[src/rtl/cdt_pkg.sv]
package cdt_pkg;
  typedef enum logic [1:0] {
    MODE_RUN     = 2'd0,
    MODE_IDLE_DT = 2'd1,
    MODE_IDLE    = 2'd2
  } cdt_mode_e;
endpackage

[src/rtl/cdt_edge_timer.sv]
module cdt_edge_timer #(
  parameter int DT_W = 8
) (
  input  logic            clk,
  input  logic            rst_n,
  input  logic            ref_i,
  input  logic [DT_W-1:0] dt_i,
  output logic            ref_q_o,
  output logic [DT_W-1:0] cnt_o,
  output logic            main_on_o,
  output logic            comp_on_o
);
  localparam logic [DT_W-1:0] CNT_ONE  = {{(DT_W-1){1'b0}}, 1'b1};
  localparam logic [DT_W-1:0] CNT_ZERO = '0;

  always_ff @(posedge clk or negedge rst_n) begin
    if (!rst_n) begin
      ref_q_o   <= 1'b0;
      cnt_o     <= CNT_ZERO;
      main_on_o <= 1'b0;
      comp_on_o <= 1'b1;
    end else if (ref_i != ref_q_o) begin
      // new edge: release the active side now, restart the wait
      ref_q_o <= ref_i;
      cnt_o   <= dt_i;
      if (dt_i == CNT_ZERO) begin
        main_on_o <= ref_i;
        comp_on_o <= ~ref_i;
      end else begin
        main_on_o <= 1'b0;
        comp_on_o <= 1'b0;
      end
    end else if (cnt_o != CNT_ZERO) begin
      cnt_o <= cnt_o - CNT_ONE;
      if (cnt_o == CNT_ONE) begin
        main_on_o <= ref_q_o;
        comp_on_o <= ~ref_q_o;
      end
    end
  end
endmodule

[src/rtl/cdt_idle_ctrl.sv]
module cdt_idle_ctrl
  import cdt_pkg::*;
#(
  parameter int DT_W = 8
) (
  input  logic            clk,
  input  logic            rst_n,
  input  logic            moe_i,
  input  logic [DT_W-1:0] dt_i,
  output cdt_mode_e       mode_o
);
  localparam logic [DT_W-1:0] CNT_ONE  = {{(DT_W-1){1'b0}}, 1'b1};
  localparam logic [DT_W-1:0] CNT_ZERO = '0;

  logic [DT_W-1:0] icnt;

  always_ff @(posedge clk or negedge rst_n) begin
    if (!rst_n) begin
      mode_o <= MODE_IDLE;
      icnt   <= CNT_ZERO;
    end else begin
      unique case (mode_o)
        MODE_RUN: begin
          if (!moe_i) begin
            icnt   <= dt_i;
            mode_o <= (dt_i == CNT_ZERO) ? MODE_IDLE : MODE_IDLE_DT;
          end
        end
        MODE_IDLE_DT: begin
          if (moe_i) begin
            mode_o <= MODE_RUN;
            icnt   <= CNT_ZERO;
          end else if (icnt == CNT_ONE) begin
            mode_o <= MODE_IDLE;
            icnt   <= CNT_ZERO;
          end else begin
            icnt <= icnt - CNT_ONE;
          end
        end
        default: begin
          if (moe_i) mode_o <= MODE_RUN;
        end
      endcase
    end
  end
endmodule

[src/rtl/cdt_pin_drive.sv]
module cdt_pin_drive
  import cdt_pkg::*;
(
  input  logic      active_i,
  input  logic      pol_i,
  input  logic      en_i,
  input  logic      idle_lvl_i,
  input  cdt_mode_e mode_i,
  output logic      pin_o
);
  always_comb begin
    unique case (mode_i)
      MODE_RUN:     pin_o = en_i ? (active_i ^ pol_i) : pol_i;
      MODE_IDLE_DT: pin_o = pol_i;
      default:      pin_o = idle_lvl_i;
    endcase
  end
endmodule

[src/rtl/cmpl_deadtime.sv]
module cmpl_deadtime
  import cdt_pkg::*;
#(
  parameter int DT_W = 8
) (
  input  logic            clk,
  input  logic            rst_n,
  input  logic            ref_i,
  input  logic [DT_W-1:0] dt_i,
  input  logic            pol_main_i,
  input  logic            pol_comp_i,
  input  logic            en_main_i,
  input  logic            en_comp_i,
  input  logic            moe_i,
  input  logic            idle_main_i,
  input  logic            idle_comp_i,
  output logic            out_main_o,
  output logic            out_comp_o
);
  localparam int NPIN = 2;

  logic            ref_q;
  logic [DT_W-1:0] dt_cnt;
  logic            main_on;
  logic            comp_on;
  cdt_mode_e       mode;

  logic [NPIN-1:0] act_v, pol_v, en_v, idle_v, pin_v;

  cdt_edge_timer #(.DT_W(DT_W)) u_timer (
    .clk       (clk),
    .rst_n     (rst_n),
    .ref_i     (ref_i),
    .dt_i      (dt_i),
    .ref_q_o   (ref_q),
    .cnt_o     (dt_cnt),
    .main_on_o (main_on),
    .comp_on_o (comp_on)
  );

  cdt_idle_ctrl #(.DT_W(DT_W)) u_idle (
    .clk    (clk),
    .rst_n  (rst_n),
    .moe_i  (moe_i),
    .dt_i   (dt_i),
    .mode_o (mode)
  );

  assign act_v  = {comp_on, main_on};
  assign pol_v  = {pol_comp_i, pol_main_i};
  assign en_v   = {en_comp_i, en_main_i};
  assign idle_v = {idle_comp_i, idle_main_i};

  for (genvar g = 0; g < NPIN; g++) begin : g_pin
    cdt_pin_drive u_drv (
      .active_i   (act_v[g]),
      .pol_i      (pol_v[g]),
      .en_i       (en_v[g]),
      .idle_lvl_i (idle_v[g]),
      .mode_i     (mode),
      .pin_o      (pin_v[g])
    );
  end

  assign out_main_o = pin_v[0];
  assign out_comp_o = pin_v[1];
endmodule

[config.mk]
export PLATFORM = sky130hd
export DESIGN_NAME = cmpl_deadtime
export DESIGN_NICKNAME = d
export VERILOG_FILES = /design/src/rtl/cdt_pkg.sv /design/src/rtl/cdt_edge_timer.sv /design/src/rtl/cdt_idle_ctrl.sv /design/src/rtl/cdt_pin_drive.sv /design/src/rtl/cmpl_deadtime.sv
export SDC_FILE = /design/constraint.sdc
export NUM_CORES = 1
export LEC_CHECK = 0
export BUFFER_PORTS_ARGS = -buffer_cell sky130_fd_sc_hd__clkbuf_2
export CORE_MARGIN = 4
export CORE_UTILIZATION = 58
export CTS_BUF_LIST = sky130_fd_sc_hd__clkbuf_2 sky130_fd_sc_hd__clkbuf_4 sky130_fd_sc_hd__clkbuf_8
export CTS_CLUSTER_SIZE = 25
export DETAILED_ROUTE_END_ITERATION = 16
export GPL_ROUTABILITY_DRIVEN = 0
export PLACE_DENSITY = 0.91
export SLEW_MARGIN = 15
export SYNTH_ARGS = -nofsm -noshare
export SYNTH_HDL_FRONTEND = slang
export SYNTH_SLANG_ARGS = --single-unit
export TNS_END_PERCENT = 1
[constraint.sdc]
create_clock -name clk -period 2.2 [get_ports clk]
set_input_delay 0.33 -clock clk [delete_from_list [all_inputs] [get_ports clk]]
set_output_delay 0.33 -clock clk [all_outputs]
set_load 0.02 [all_outputs]
* Word-level counts from Yosys, hierarchy flattened
Index checks and enable logic that the tools add are counted.
** Operators by class
- $add $sub $neg :: 2
- Eq/ne operators :: 6
- Mux-type cells :: 24
- Bitwise logic cells :: 4
- Reductions and logical operators :: 10
** Operators by type and width (count)
- 2-to-1 mux 8 bit :: 5
- equality test 8 x 1 -> 1 bit (second input constant) :: 2
- case mux 8 bit (2 select lines) :: 1
- subtractor 8 x 1 -> 8 bit (second input constant) :: 2
- 2-to-1 mux 1 bit :: 10
- 2-to-1 mux 2 bit :: 5
- zero test 8 bit :: 1
- nonzero test 8 bit :: 1
- nonzero test 2 bit :: 3
- case mux 1 bit (2 select lines) :: 2
- case mux 2 bit (2 select lines) :: 1
- AND reduction 2 bit :: 2
- inequality test 3 bit (second input constant) :: 1
- AND reduction 3 bit :: 1
- nonzero test 3 bit :: 1
- equality test 2 x 1 -> 1 bit (second input constant) :: 1
- zero test 2 bit :: 1
- inequality test 2 bit (second input constant) :: 1
- inverter 1 bit :: 2
- bitwise XOR 1 bit :: 2
- inequality test 1 bit :: 1
** Storage, ports and cells
- Register bits after elaboration :: 21
- Input bits :: 18
- Output and inout bits :: 2
- Word-level logic and storage cells :: 52

* Longest topological paths before layout
Gate-level depths: netlist of the first run.
- Word-level depth :: 4
- Depth in mapped cells :: 7
- Mapped depth without buffers :: 6

* Modules after synthesis
From an unflattened synthesis of the first run, not the netlist that was laid out.
** Unflattened totals
- Cell total of the unflattened synthesis :: 151
- Area, all modules :: 1437.6 um^2
** Modules (own cells, without submodules)
- cdt_idle_ctrl :: times used 1, cells an instance 77, area an instance 704.4 um^2, seq. area each 251.5 um^2
- cdt_edge_timer :: times used 1, cells an instance 66, area an instance 683.2 um^2, seq. area each 276.5 um^2
- cdt_pin_drive :: times used 2, cells an instance 4, area an instance 25.0 um^2, seq. area each 0.0 um^2

* Worst setup path after synthesis of the first run
Ideal clock, no wire load.
- Path type :: flip-flop to flip-flop
- Start :: register u_idle.icnt[0]
- End :: register u_idle.icnt[5]
- Library setup time :: 0.064 ns
- Data arrival time :: 1.675 ns
- Data required time :: 2.136 ns
- Setup slack :: 0.461 ns
- Stages on the path, launching flop included :: 7
- Path buffers :: 1
- Period minus slack after synthesis :: 1.739 ns
- Cells stage by stage :: dfrtp_1 > ha_1 > nor3b_1 > a2111o_1 > buf_6 > o41ai_1 > a21o_1
** On the way
- Cells in the longest elaborated chain, start to end :: 4
- Elaborated cells on any way between the ends :: 5
- Those cells by class :: add/sub: 1; eq/ne: 1; mux: 3
** RTL lines
- start: declaration :: line cdt_idle_ctrl.sv:15 : logic [DT_W-1:0] icnt;
- start signal: assignment :: line cdt_idle_ctrl.sv:25 : icnt <= dt_i;
- start signal: assignment :: line cdt_idle_ctrl.sv:37 : icnt <= icnt - CNT_ONE;
- subtractor 8 x 1 -> 8 bit or equality test 8 x 1 -> 1 bit (tied branches) :: line cdt_idle_ctrl.sv:37, cdt_idle_ctrl.sv:33
- 2-to-1 mux 8 bit * :: line cdt_idle_ctrl.sv:33 : end else if (icnt == CNT_ONE) begin
- 2-to-1 mux 8 bit * :: line cdt_idle_ctrl.sv:30 : if (moe_i) begin
- case mux 8 bit (2 select lines) * :: line cdt_idle_ctrl.sv:22 : unique case (mode_o)
Every way passes the cells marked *; elsewhere a longest branch is shown, timed or not.
A chain may end at the register's enable or synchronous reset.

* Worst setup path in the final report of the first run
- Start :: register u_idle.mode_o[0]
- End :: output out_comp_o
** On the way
- Cells in the longest elaborated chain, start to end :: 2
- Elaborated cells on any way between the ends :: 3
- Those cells by class :: eq/ne: 1; mux: 1; reduce/logical: 1
** RTL lines
- start: declaration :: line cdt_idle_ctrl.sv:10 : output cdt_mode_e mode_o
- start signal: assignment :: line cdt_idle_ctrl.sv:26 : mode_o <= (dt_i == CNT_ZERO) ? MODE_IDLE : MODE_IDLE_DT;
- equality test 2 x 1 -> 1 bit or zero test 2 bit (tied branches) :: line cdt_pin_drive.sv:12 : unique case (mode_i)
- case mux 1 bit (2 select lines) * :: line cdt_pin_drive.sv:12
- end: declaration :: line cmpl_deadtime.sv:18 : output logic out_comp_o
Marked as above.

==> results of run 1 <==
==> kinds of logic (layout without fill, tap and decap cells) <==
logic type	Yosys count	after routing
buf+inv	13	32
xor+xnor	11	11
compound gates	41	41
simple gates	44	44
flops	21	21
fa+ha+maj	5	5
==> per-layer routing <==
layer  up-vias  wire (µm)  GRT usage [%]
li1        532          -              -
met4         0         44           7.88
met3         6        128           2.18
met5         -          0              0
met1       533       1200           30.4
met2        28       1440           38.0
==> state kept, by name, indices dropped and copies added, names as in the netlist <==
| name | flops |
|---|---|
| u_idle.icnt | 8 |
| u_idle.mode_o | 2 |
| u_timer.cnt_o | 8 |
| u_timer.comp_on_o | 1 |
| u_timer.main_on_o | 1 |
| u_timer.ref_q_o | 1 |
==> cell type report <==
type | instances | area (µm²)
multi-input cells | 101 | 673
fillers | 144 | 601
flip-flops and latches | 21 | 528
repair buffers | 21 | 113
clock buffers | 3 | 22.5
inverters | 7 | 26.3
clock inverters | 1 | 5.00
well taps | 27 | 33.8
==> worst max-delay path: stages (launching register included) <==
cell and delay [ns]:
dfrtp_1 0.48, inv_1 0.16, and3_1 0.22, xnor2_1 0.13
o21ai_0 0.20, clkbuf_2 0.21
==> placed cells by master, fill, tap and decap left out, types with 4 or more instances in the layout <==
cell type  synthesis  layout
clkbuf_2           0      19
nand2_1           14      14
dfrtp_1           19      19
nor3_1             6       6
o31ai_1            5       5
inv_1              7       7
a21oi_1            4       4
xnor2_1            9       9
nor2_1             9       9
ha_1               5       5
o21ai_0           12      12
==> report_power, final <==
group / leakage [µW] / internal (µW) / switching, µW
Combinational: 0.000356 / 277 / 328
Sequential: 0.000256 / 512 / 157
Clock: 0.0000177 / 67.6 / 119
==> how the worst max path moves through the flow <==
| stage | startpoint | end | slack (ns) | cells past startpoint |
|---|---|---|---|---|
| after floorplan | u_idle.icnt[0]$_DFFE_PN0P_ | u_idle.icnt[5]$_DFFE_PN0P_ | 0.46 | 6 |
| after global placement | u_idle.icnt[0]$_DFFE_PN0P_ | u_idle.icnt[5]$_DFFE_PN0P_ | 0.42 | 5 |
| after detailed placement | u_idle.icnt[0]$_DFFE_PN0P_ | u_idle.icnt[5]$_DFFE_PN0P_ | 0.37 | 5 |
| after CTS | u_idle.mode_o[0]$_DFFE_PN0P_ | out_comp_o | 0.21 | 5 |
| after global routing | u_idle.mode_o[0]$_DFFE_PN0P_ | out_comp_o | 0.14 | 5 |
| final | u_idle.mode_o[0]$_DFFE_PN0P_ | out_comp_o | 0.18 | 5 |
==> metrics by stage <==
step	total power [µW]	instance area (µm²)	hold WS, ns	cells	worst slack (ns)
floorplan	1110	1260	0.0344	135	0.461
global placement	1230	1360	0.321	176	0.424
detailed placement	1270	1360	0.321	176	0.366
CTS	1450	1400	0.185	181	0.206
global route	1580	1400	0.187	181	0.137
finish	1460	1400	0.182	181	0.181
==> key figures, run 1 <==
Yosys
  – Synth Area in Compound Gates: 23.0%
  – Distinct cells, synth: 37
  – Post-synth ARST share: 100%
  – Mapped Cells: about 140
  – EDFF count, synth: 0
  – Yosys top cell area share: 37.8%
  – Cell area after synthesis: roughly 1300 µm²
  – Largest cells by area after synthesis: dfrtp_1, xnor2_1, ha_1, o21ai_0, dfstp_2
  – Syn_area_per_cell: 9.32 µm²
  – Mux cell area share after synthesis: 0%
  – Yosys top cell by area: dfrtp_1
  – Commonest cells post-synth: dfrtp_1, nand2_1, o21ai_0, nor2_1, xnor2_1
  – Synth Register Bits: 21
  – Main combinational cell family by area after synthesis: compound AO/OA/AOI/OAI gates
  – Synth Area in Adders: 4.97%
  – Nets in the synthesized netlist: ~160
  – Yosys warns: 0
  – Synth Area in Simple Gates: between 10% and 20%
  – Top_reg_cell synth: dfrtp_1
  – Post-synthesis sequential area ratio: a little over two fifths
  – Post-synthesis xor/xnor area fraction: roughly 7.7%
  – Most frequent cell after synthesis: dfrtp_1

Critical path
  – Max FO, Critical Path: 7
  – Reg2reg end: u_idle.icnt[5]$_DFFE_PN0P_
  – Crit Path Class: reg -> out
  – Worst setup SP type: flip-flop
  – R2r setup slk: around 0.35 ns
  – Arrival time worst endpoint: between 1.5 and 2 ns
  – Crit. End Element: output pin
  – Reg2Reg Depth: 5
  – R2r startpoint: u_idle.icnt[0]$_DFFE_PN0P_
  – Data required, critical path: ~1.9 ns

Drt
  – Via count: between 1000 and 1500
  – Vias per inst: between 6 and 7
  – Iter 0 DRT Violations: 46
  – Pre-Repair DR Iteration Count: 4
  – Final WL: 2.82 mm
  – # DRC: 0
  – Final ANT Viol Nets: 0
  – Drt wl/cell: 15.6 µm

Floorplan
  – Initial core utilization: a little over three fifths
  – Area of the core: around 2000 µm²
  – Row count: 16
  – Die X-Extent: 54.6 µm
  – # IOs: 20
  – DIE AREA: roughly 3000 µm²
  – Die Ht: between 50 and 60 µm

Worst hold path
  – Hold_sp: ref_i
  – Hold EP: u_timer.ref_q_o$_DFFE_PN0N_
  – Tightest Hold Check Type: in -> reg
  – Hold path depth: 1

GRT
  – Largest net degree at the start of global routing: 22
  – First-pass GRT wire length: approximately 4.9 mm
  – Global route overflow: 0
  – Antenna violations before repair: 0
  – Vias in the first global route: ~1100
  – GRT Total Usage: a little under a quarter

STA
  – Fin crit period: ~2.0 ns
  – Relative slew slack: a little under three fifths
  – RSZ-0062 raised after global routing: false
  – Skew final: ~0.0066 ns
  – Final setup violation count: 0
  – Final Cycle Share: roughly nine tenths
  – Fmax: around 500 MHz
  – Setup TNS: 0 ns
  – Final Hold Fails: 0
  – Max Slew Vio Count: 0
  – Worst Tran Pin Value: 0.645 ns

Layout
  – Share of layout cells above drive strength 1: 18.8%
  – Fin util: between 70% and 80%
  – ANT cells: 0
  – Nets: ~180
  – Area grow syn2layout: 11.3%

CTS
  – TritonCTS buffer count: 3
  – Post-CTS Resized: 0
  – CTS sink cnt: 21
  – CTS H-tree lvls: 1
  – Clock-pin slew on the worst setup and hold paths: 0.12 ns
  – CTS tree: done
  – Hold buffer count at cts: 1
  – Maximum clock insertion buffer count: 2
  – Post-CTS setup buffer count: 0
  – Worst-Skew Late Latency: around 0.3 ns
  – Root Buffer: clkbuf_4

Placed design
  – Buffers on Ports: 19
  – Detailed placement HPWL: around 2.2 mm

Run
  – Number of max-cap violations: 0

Pwr
  – Cell area power density: 1040 nW/µm²
  – Leakage: 0.000630 µW
  – VDD IR-drop max: 687 µV

Run status
  – Status: complete, no violations
Note: power is estimated with default switching activity, not from simulation.
==> inputs of run 2 (changes only) <==
--- a/config.mk
+++ b/config.mk
@@ -6,13 +6,15 @@
 export NUM_CORES = 1
 export LEC_CHECK = 0
 export BUFFER_PORTS_ARGS = -buffer_cell sky130_fd_sc_hd__clkbuf_2
+export CELL_PAD_IN_SITES_DETAIL_PLACEMENT = 2
+export CELL_PAD_IN_SITES_GLOBAL_PLACEMENT = 2
 export CORE_MARGIN = 4
-export CORE_UTILIZATION = 58
+export CORE_UTILIZATION = 32
 export CTS_BUF_LIST = sky130_fd_sc_hd__clkbuf_2 sky130_fd_sc_hd__clkbuf_4 sky130_fd_sc_hd__clkbuf_8
 export CTS_CLUSTER_SIZE = 25
 export DETAILED_ROUTE_END_ITERATION = 16
 export GPL_ROUTABILITY_DRIVEN = 0
-export PLACE_DENSITY = 0.91
+export PLACE_DENSITY = 0.87
 export SLEW_MARGIN = 15
 export SYNTH_ARGS = -nofsm -noshare
 export SYNTH_HDL_FRONTEND = slang
==> constraint.sdc (replaced) <==
create_clock -name clk -period 1.8 [get_ports clk]
set_input_delay 0.27 -clock clk [delete_from_list [all_inputs] [get_ports clk]]
set_output_delay 0.27 -clock clk [all_outputs]
set_load 0.01 [all_outputs]
==> run 2 against run 1 <==
  * Global-route usage decreased by 5.4 points
  * Sequential power increased by 20%
  * Critical path depth increased by 3
  * Clock skew decreased by 0.0055 ns
  * Utilization decreased by 28 points
  * Design area increased by 13%
  * Combinational power increased by 79%
  * Highest routed layer unchanged
  * Register-to-register slack got worse by 0.37 ns
  * Critical endpoint is now u_idle.mode_o[1]$_DFFE_PN1P_
  * The flow now finishes with violations (negative setup slack)
  * Sequential share of layout area decreased by 4.4 points
  * Wire length increased by 52%
==> key figures, run 2 (same netlist as run 1, synthesis figures left out) <==
Floorplan
  – Initial core utilization: 33.6% (-29 points)
  – Area of the core: 3740 µm² (+87%)
  – Die Ht: 70.7 µm (+30%)
  – # IOs: 20 (unchanged)
  – Die X-Extent: 70.7 µm (+30%)
  – DIE AREA: 5000 µm² (+68%)
  – Row count: 22 (+6)

Critical path
  – Worst setup SP type: flip-flop
  – Crit path launch: u_idle.icnt[1]$_DFFE_PN0P_
  – Reg2Reg Depth: 8 (+3)
  – R2r startpoint: u_idle.icnt[1]$_DFFE_PN0P_
  – Crit. End Element: flip-flop
  – Arrival time worst endpoint: 2.02 ns (+0.33 ns)
  – Data required, critical path: 1.99 ns (+0.12 ns)
  – Crit Path Class: reg -> reg
  – Max FO, Critical Path: 4 (-3)

Layout
  – ANT cells: 0 (unchanged)
  – Commonest non-fill, non-tap cells in the layout: clkbuf_2, dfrtp_1, nand2_1
  – Fin util: 42.3% (-28 points)
  – Nets: 188 (+5.6%)
  – Share of layout cells above drive strength 1: 30.5% (+12 points)
  – Largest regs: u_idle.icnt x8, u_timer.cnt_o x8, u_idle.mode_o x2
  – Area grow syn2layout: 25.9%
  – # fillers: 423 (+190%)

Drt
  – Iter 0 DRT Violations: 68 (+48%)
  – Final WL: 4.28 mm (+52%)
  – Via count: 1212 (+10%)
  – Pre-Repair DR Iteration Count: 4 (unchanged)
  – Final ANT Viol Nets: 0 (unchanged)
  – # DRC: 0 (unchanged)
  – Drt wl/cell: 20.2 µm (+29%)
  – Vias per inst: 5.72 (-5.8%)

STA
  – Final Hold Fails: 0 (unchanged)
  – Fmax: between 500 and 600 MHz
  – Skew final: 0.00107 ns (-0.00553 ns)
  – RSZ-0062 raised after global routing: true
  – Hold slack: 0.162 ns (-0.0201 ns)
  – Final setup violation count: 2 (+2)
  – Max Slew Vio Count: 0 (unchanged)
  – Fin crit period: around 1.8 ns
  – Final Cycle Share: 101%
  – Worst Tran Pin Value: 0.915 ns (+0.270 ns)
  – Relative slew slack: 38.5% (-18 points)
  – Final worst slack: -0.0214 ns (-0.203 ns)

CTS
  – Worst-Skew Late Latency: 0.26 ns (-0.04 ns)
  – CTS tree: done
  – Root Buffer: clkbuf_8
  – CTS H-tree lvls: 1 (unchanged)
  – TritonCTS buffer count: 3 (unchanged)
  – CTS sink cnt: 21 (unchanged)
  – Clock-pin slew on the worst setup and hold paths: 0.08 ns (-0.04 ns)
  – Maximum clock insertion buffer count: 2 (unchanged)

Pwr
  – VDD IR-drop max: 627 µV (-8.8%)
  – Internal: 1290 µW (+51%)
  – Sw Ratio: 41.9% (+0.56 points)
  – Clock power frac: 15.3% (+2.5 points)
  – Cell area power density: 1400 nW/µm² (+34%)
  – Reg power frac: 36.1% (-9.7 points)
  – Combinational power share: 48.6% (+7.1 points)
  – Sw Pwr: 930 µW (+54%)
  – Leakage: 0.000705 µW (+12%)

Run status
  – Failing checks: negative setup slack
  – Status: complete, but fails checks

Worst hold path
  – Tightest Hold Check Type: in -> reg
  – Hold_sp: ref_i
  – Hold path depth: 1 (unchanged)

Placed design
  – Buffers on Ports: 19 (unchanged)
  – Detailed placement HPWL: 2.98 mm (+37%)
  – Setup WS pre-CTS: -0.0103 ns (-0.376 ns)

Run
  – Number of max-cap violations: 0 (unchanged)

GRT
  – Global route overflow: 0 (unchanged)
  – Vias in the first global route: 1298 (+21%)
  – Antenna violations before repair: 0 (unchanged)
  – First-pass GRT wire length: 6.71 mm (+37%)
  – GRT Total Usage: 17.3% (-5.4 points)
  – Largest net degree at the start of global routing: 22 (unchanged)
[run 2: cell type report]
type	count	area (µm²)	share of cell area, %
well taps	48	60.1	3.79
flip-flops and latches	21	528	33.3
multi-input cells	101	731	46.1
inverters	7	26.3	1.66
clock buffers	4	48.8	3.08
repair buffers	31	191	12.1
[run 2: routing by layer]
layer / global-route usage (%) / vias to the layer above / share of wire [%]
li1: - / 551 / -
met1: 21.3 / 629 / 43
met2: 31.2 / 26 / 53
met3: 2.41 / 6 / 2.9
met4: 5.01 / 0 / 1.3
met5: 0 / - / 0
[run 2: per-stage QoR]
stage / power (µW) / area [µm²] / cells / setup TNS, ns
floorplan: 1340 / 1260 / 135 / 0
global placement: 1600 / 1440 / 204 / 0
detailed placement: 1690 / 1440 / 204 / -0.0148
CTS: 2070 / 1520 / 210 / -0.0417
global route: 2390 / 1590 / 212 / -0.487
finish: 2220 / 1590 / 212 / -0.0339
[run 2: worst paths after layout]
kind | endpoint | slack [ns]
hold reg to reg | u_timer.comp_on_o$_DFFE_PN1P_ | 0.49
min in group asynchronous | u_idle.icnt[3]$_DFFE_PN0P_ | 0.52
hold / removal | u_timer.ref_q_o$_DFFE_PN0N_ | 0.16
setup reg to reg | u_idle.mode_o[1]$_DFFE_PN1P_ | -0.02
max in group asynchronous | u_timer.comp_on_o$_DFFE_PN1P_ | 0.90
setup / recovery | u_idle.mode_o[1]$_DFFE_PN1P_ | -0.02
[run 2: timing repair]
action                                 CTS  global route
resized for setup                        3            14
setup endpoints to repair                5             7
endpoints found under the hold margin   19             0
gates cloned                             0             0
hold buffers                             1             0
pin swaps                                1             3
buffers inserted                         1             2
[run 2: power by group through the flow]
stage	clock, µW	combinational (µW)	sequential (µW)
2_1_floorplan	0	584	755
3_3_place_gp	0	838	765
3_5_place_dp	0	907	784
4_1_cts	346	945	782
5_1_grt	364	1200	827
6_report	339	1080	801
[run 2: critical path, cell delays in order, from the launching register on]
cell and delay, ns:
dfrtp_1 0.41, inv_2 0.07, ha_2 0.16, nor3b_1 0.13
a2111o_1 0.49, buf_4 0.17, buf_4 0.12, o21ai_0 0.09
a21oi_1 0.10
==> inputs of run 3 (changes only) <==
--- a/config.mk
+++ b/config.mk
@@ -15,6 +15,7 @@
 export DETAILED_ROUTE_END_ITERATION = 16
 export GPL_ROUTABILITY_DRIVEN = 0
 export PLACE_DENSITY = 0.87
+export REMOVE_ABC_BUFFERS = 1
 export SLEW_MARGIN = 15
 export SYNTH_ARGS = -nofsm -noshare
 export SYNTH_HDL_FRONTEND = slang
==> run 3 against run 2 <==
  * The run now ends clean
  * Wire length fell by 3.1%
  * Clock power fell by 3%
  * Count of clock-buffer cells in the layout is 1 lower
  * Register-to-register slack better by 0.04 ns
  * Setup slack improved by 0.045 ns
  * Sequential cell count unchanged
  * Critical endpoint is now u_idle.icnt[4]$_DFFE_PN0P_
==> key figures, run 3 (same netlist as run 1, synthesis figures left out) <==
Run status
  – Status: complete, no violations

Placed design
  – Placed inst area: 1440 µm² (unchanged)
  – Detailed placement HPWL: 2.92 mm (-2.1%)
  – Setup WS pre-CTS: -0.0508 ns (-0.0405 ns)
  – Buffers on Ports: 19 (unchanged)

STA
  – Hold slack: 0.166 ns (+0.00422 ns)
  – Skew final: 0.00215 ns (+0.00108 ns)
  – Fmax: 563 MHz (+2.5%)
  – Final Hold Fails: 0 (unchanged)
  – Final worst slack: 0.0233 ns (+0.0447 ns)
  – Final Cycle Share: 98.7% (-2.5 points)
  – Max Slew Vio Count: 0 (unchanged)
  – RSZ-0062 raised after global routing: true
  – Final setup violation count: 0 (-2)
  – Relative slew slack: 38.8% (+0.28 points)
  – Worst Tran Pin Value: 0.911 ns (-0.00421 ns)
  – Fin crit period: 1.78 ns (-0.0447 ns)

Layout
  – Nets: 191 (+1.6%)
  – Storage element area: 529 µm² (+0.24%)
  – Commonest non-fill, non-tap cell in the layout: clkbuf_2
  – ANT cells: 0 (unchanged)
  – Final Cell Area: 1610 µm² (+1.7%)
  – Multi-input gate area: 728 µm² (-0.34%)
  – Commonest non-fill, non-tap cells in the layout: clkbuf_2, dfrtp_1, nand2_1
  – Area grow syn2layout: 28.0%
  – Share of layout cells above drive strength 1: 32.3% (+1.8 points)
  – Largest regs: u_idle.icnt x8, u_timer.cnt_o x8, u_idle.mode_o x2
  – # fillers: 429 (+1.4%)

Run
  – Number of max-cap violations: 0 (unchanged)

Pwr
  – VDD IR-drop max: 419 µV (-33%)
  – Cell area power density: 1400 nW/µm² (+0.10%)
  – Tot Pwr: 2260 µW (+1.8%)
  – Leakage: 0.000716 µW (+1.6%)

Critical path
  – Arrival time worst endpoint: 1.95 ns (-0.07 ns)
  – Crit. End Element: flip-flop
  – Max FO, Critical Path: 6 (+2)
  – Worst setup SP type: flip-flop
  – Crit Path Class: reg -> reg
  – Data required, critical path: 1.98 ns (about the same)

GRT
  – GR met3 Demand/Resource: 4.40% (+2.0 points)
  – Busiest grt layer: met2
  – Antenna violations before repair: 0 (unchanged)
  – GRT Total Usage: 17.1% (-0.22 points)
  – Global route overflow: 0 (unchanged)
  – First-pass GRT wire length: 6.71 mm (unchanged)
  – Met1 Usage GRT: 19.8% (-1.5 points)
  – Met2 global-route usage: 30.8% (-0.41 points)
  – Largest net degree at the start of global routing: 22 (unchanged)
  – Vias in the first global route: 1352 (+4.2%)

CTS
  – CTS tree: done
  – CTS H-tree lvls: 1 (unchanged)
  – Clock-pin slew on the worst setup and hold paths: 0.08 ns (about the same)
  – CTS sink cnt: 21 (unchanged)
  – Maximum clock insertion buffer count: 2 (unchanged)
  – Root Buffer: clkbuf_8
  – Worst-Skew Late Latency: 0.27 ns (about the same)
  – TritonCTS buffer count: 3 (unchanged)

Floorplan
  – Row count: 22 (unchanged)
  – DIE AREA: 5000 µm² (unchanged)
  – Die X-Extent: 70.7 µm (unchanged)
  – Initial core utilization: 33.6% (unchanged)
  – Area of the core: 3740 µm² (unchanged)
  – # IOs: 20 (unchanged)
  – Die Ht: 70.7 µm (unchanged)

Worst hold path
  – Tightest Hold Check Type: in -> reg

Drt
  – Final WL: 4.15 mm (-3.1%)
  – Via count: 1189 (-1.9%)
  – Vias per inst: 5.53 (-3.3%)
  – Pre-Repair DR Iteration Count: 4 (unchanged)
  – # DRC: 0 (unchanged)
  – Iter 0 DRT Violations: 79 (+16%)
  – Final ANT Viol Nets: 0 (unchanged)
  – Drt wl/cell: 19.3 µm (-4.4%)
-- run 3: where the power goes --
part / switching [µW] / internal [µW] / total (µW)
combinational: 578 / 540 / 1120
clock: 174 / 155 / 329
sequential: 184 / 629 / 813
total: 936 / 1320 / 2260
-- run 3: cell type report --
type / count / area share, %
Sequential cell: 21 / 32.8
Clock inverter: 1 / 0.311
Timing Repair Buffer: 34 / 13.7
Clock buffer: 3 / 2.56
Multi-Input combinational cell: 101 / 45.2
Tap cell: 48 / 3.73
Inverter: 7 / 1.63
-- run 3: worst paths after layout --
check	start	endpoint	slack, ns	depth (start not counted)
worst max-delay path	u_idle.icnt[1]$_DFFE_PN0P_	u_idle.icnt[4]$_DFFE_PN0P_	0.02	6
worst min-delay path	ref_i	u_timer.ref_q_o$_DFFE_PN0N_	0.17	1
worst max register to register	u_idle.icnt[1]$_DFFE_PN0P_	u_idle.icnt[4]$_DFFE_PN0P_	0.02	6
worst min register to register	u_timer.comp_on_o$_DFFE_PN1P_	u_timer.comp_on_o$_DFFE_PN1P_	0.49	2
max in group asynchronous	rst_n	u_idle.mode_o[0]$_DFFE_PN0P_	0.90	2
min in group asynchronous	rst_n	u_idle.icnt[5]$_DFFE_PN0P_	0.50	2
-- run 3: worst max-delay path: stages, from the launching register on --
cell,delay [ns]
dfrtp_1,0.39
inv_2,0.06
ha_1,0.17
nor3b_1,0.14
a2111o_1,0.55
buf_6,0.17
o311ai_2,0.21
-- run 3: per-stage QoR --
step	std cells	util, %	TNS, ns
2_1_floorplan	129	-	0
3_3_place_gp	204	38.5	0
3_5_place_dp	204	38.5	-0.154
4_1_cts	211	41.0	0
5_1_grt	215	43.0	-0.449
6_report	215	43.0	0
-- run 3: per-layer routing --
| layer | part of all wire, % | up-vias |
|---|---|---|
| met5 | 0 | - |
| met4 | 1.2 | 0 |
| met3 | 4.1 | 7 |
| met2 | 52 | 23 |
| met1 | 43 | 604 |
| li1 | - | 555 |
-- run 3: timing repair --
item	in CTS	in global routing
pin swaps	1	4
setup endpoints to repair	7	10
hold buffers	1	0
setup buffers	2	4
hold endpoints to repair	19	0
resized for setup	7	12
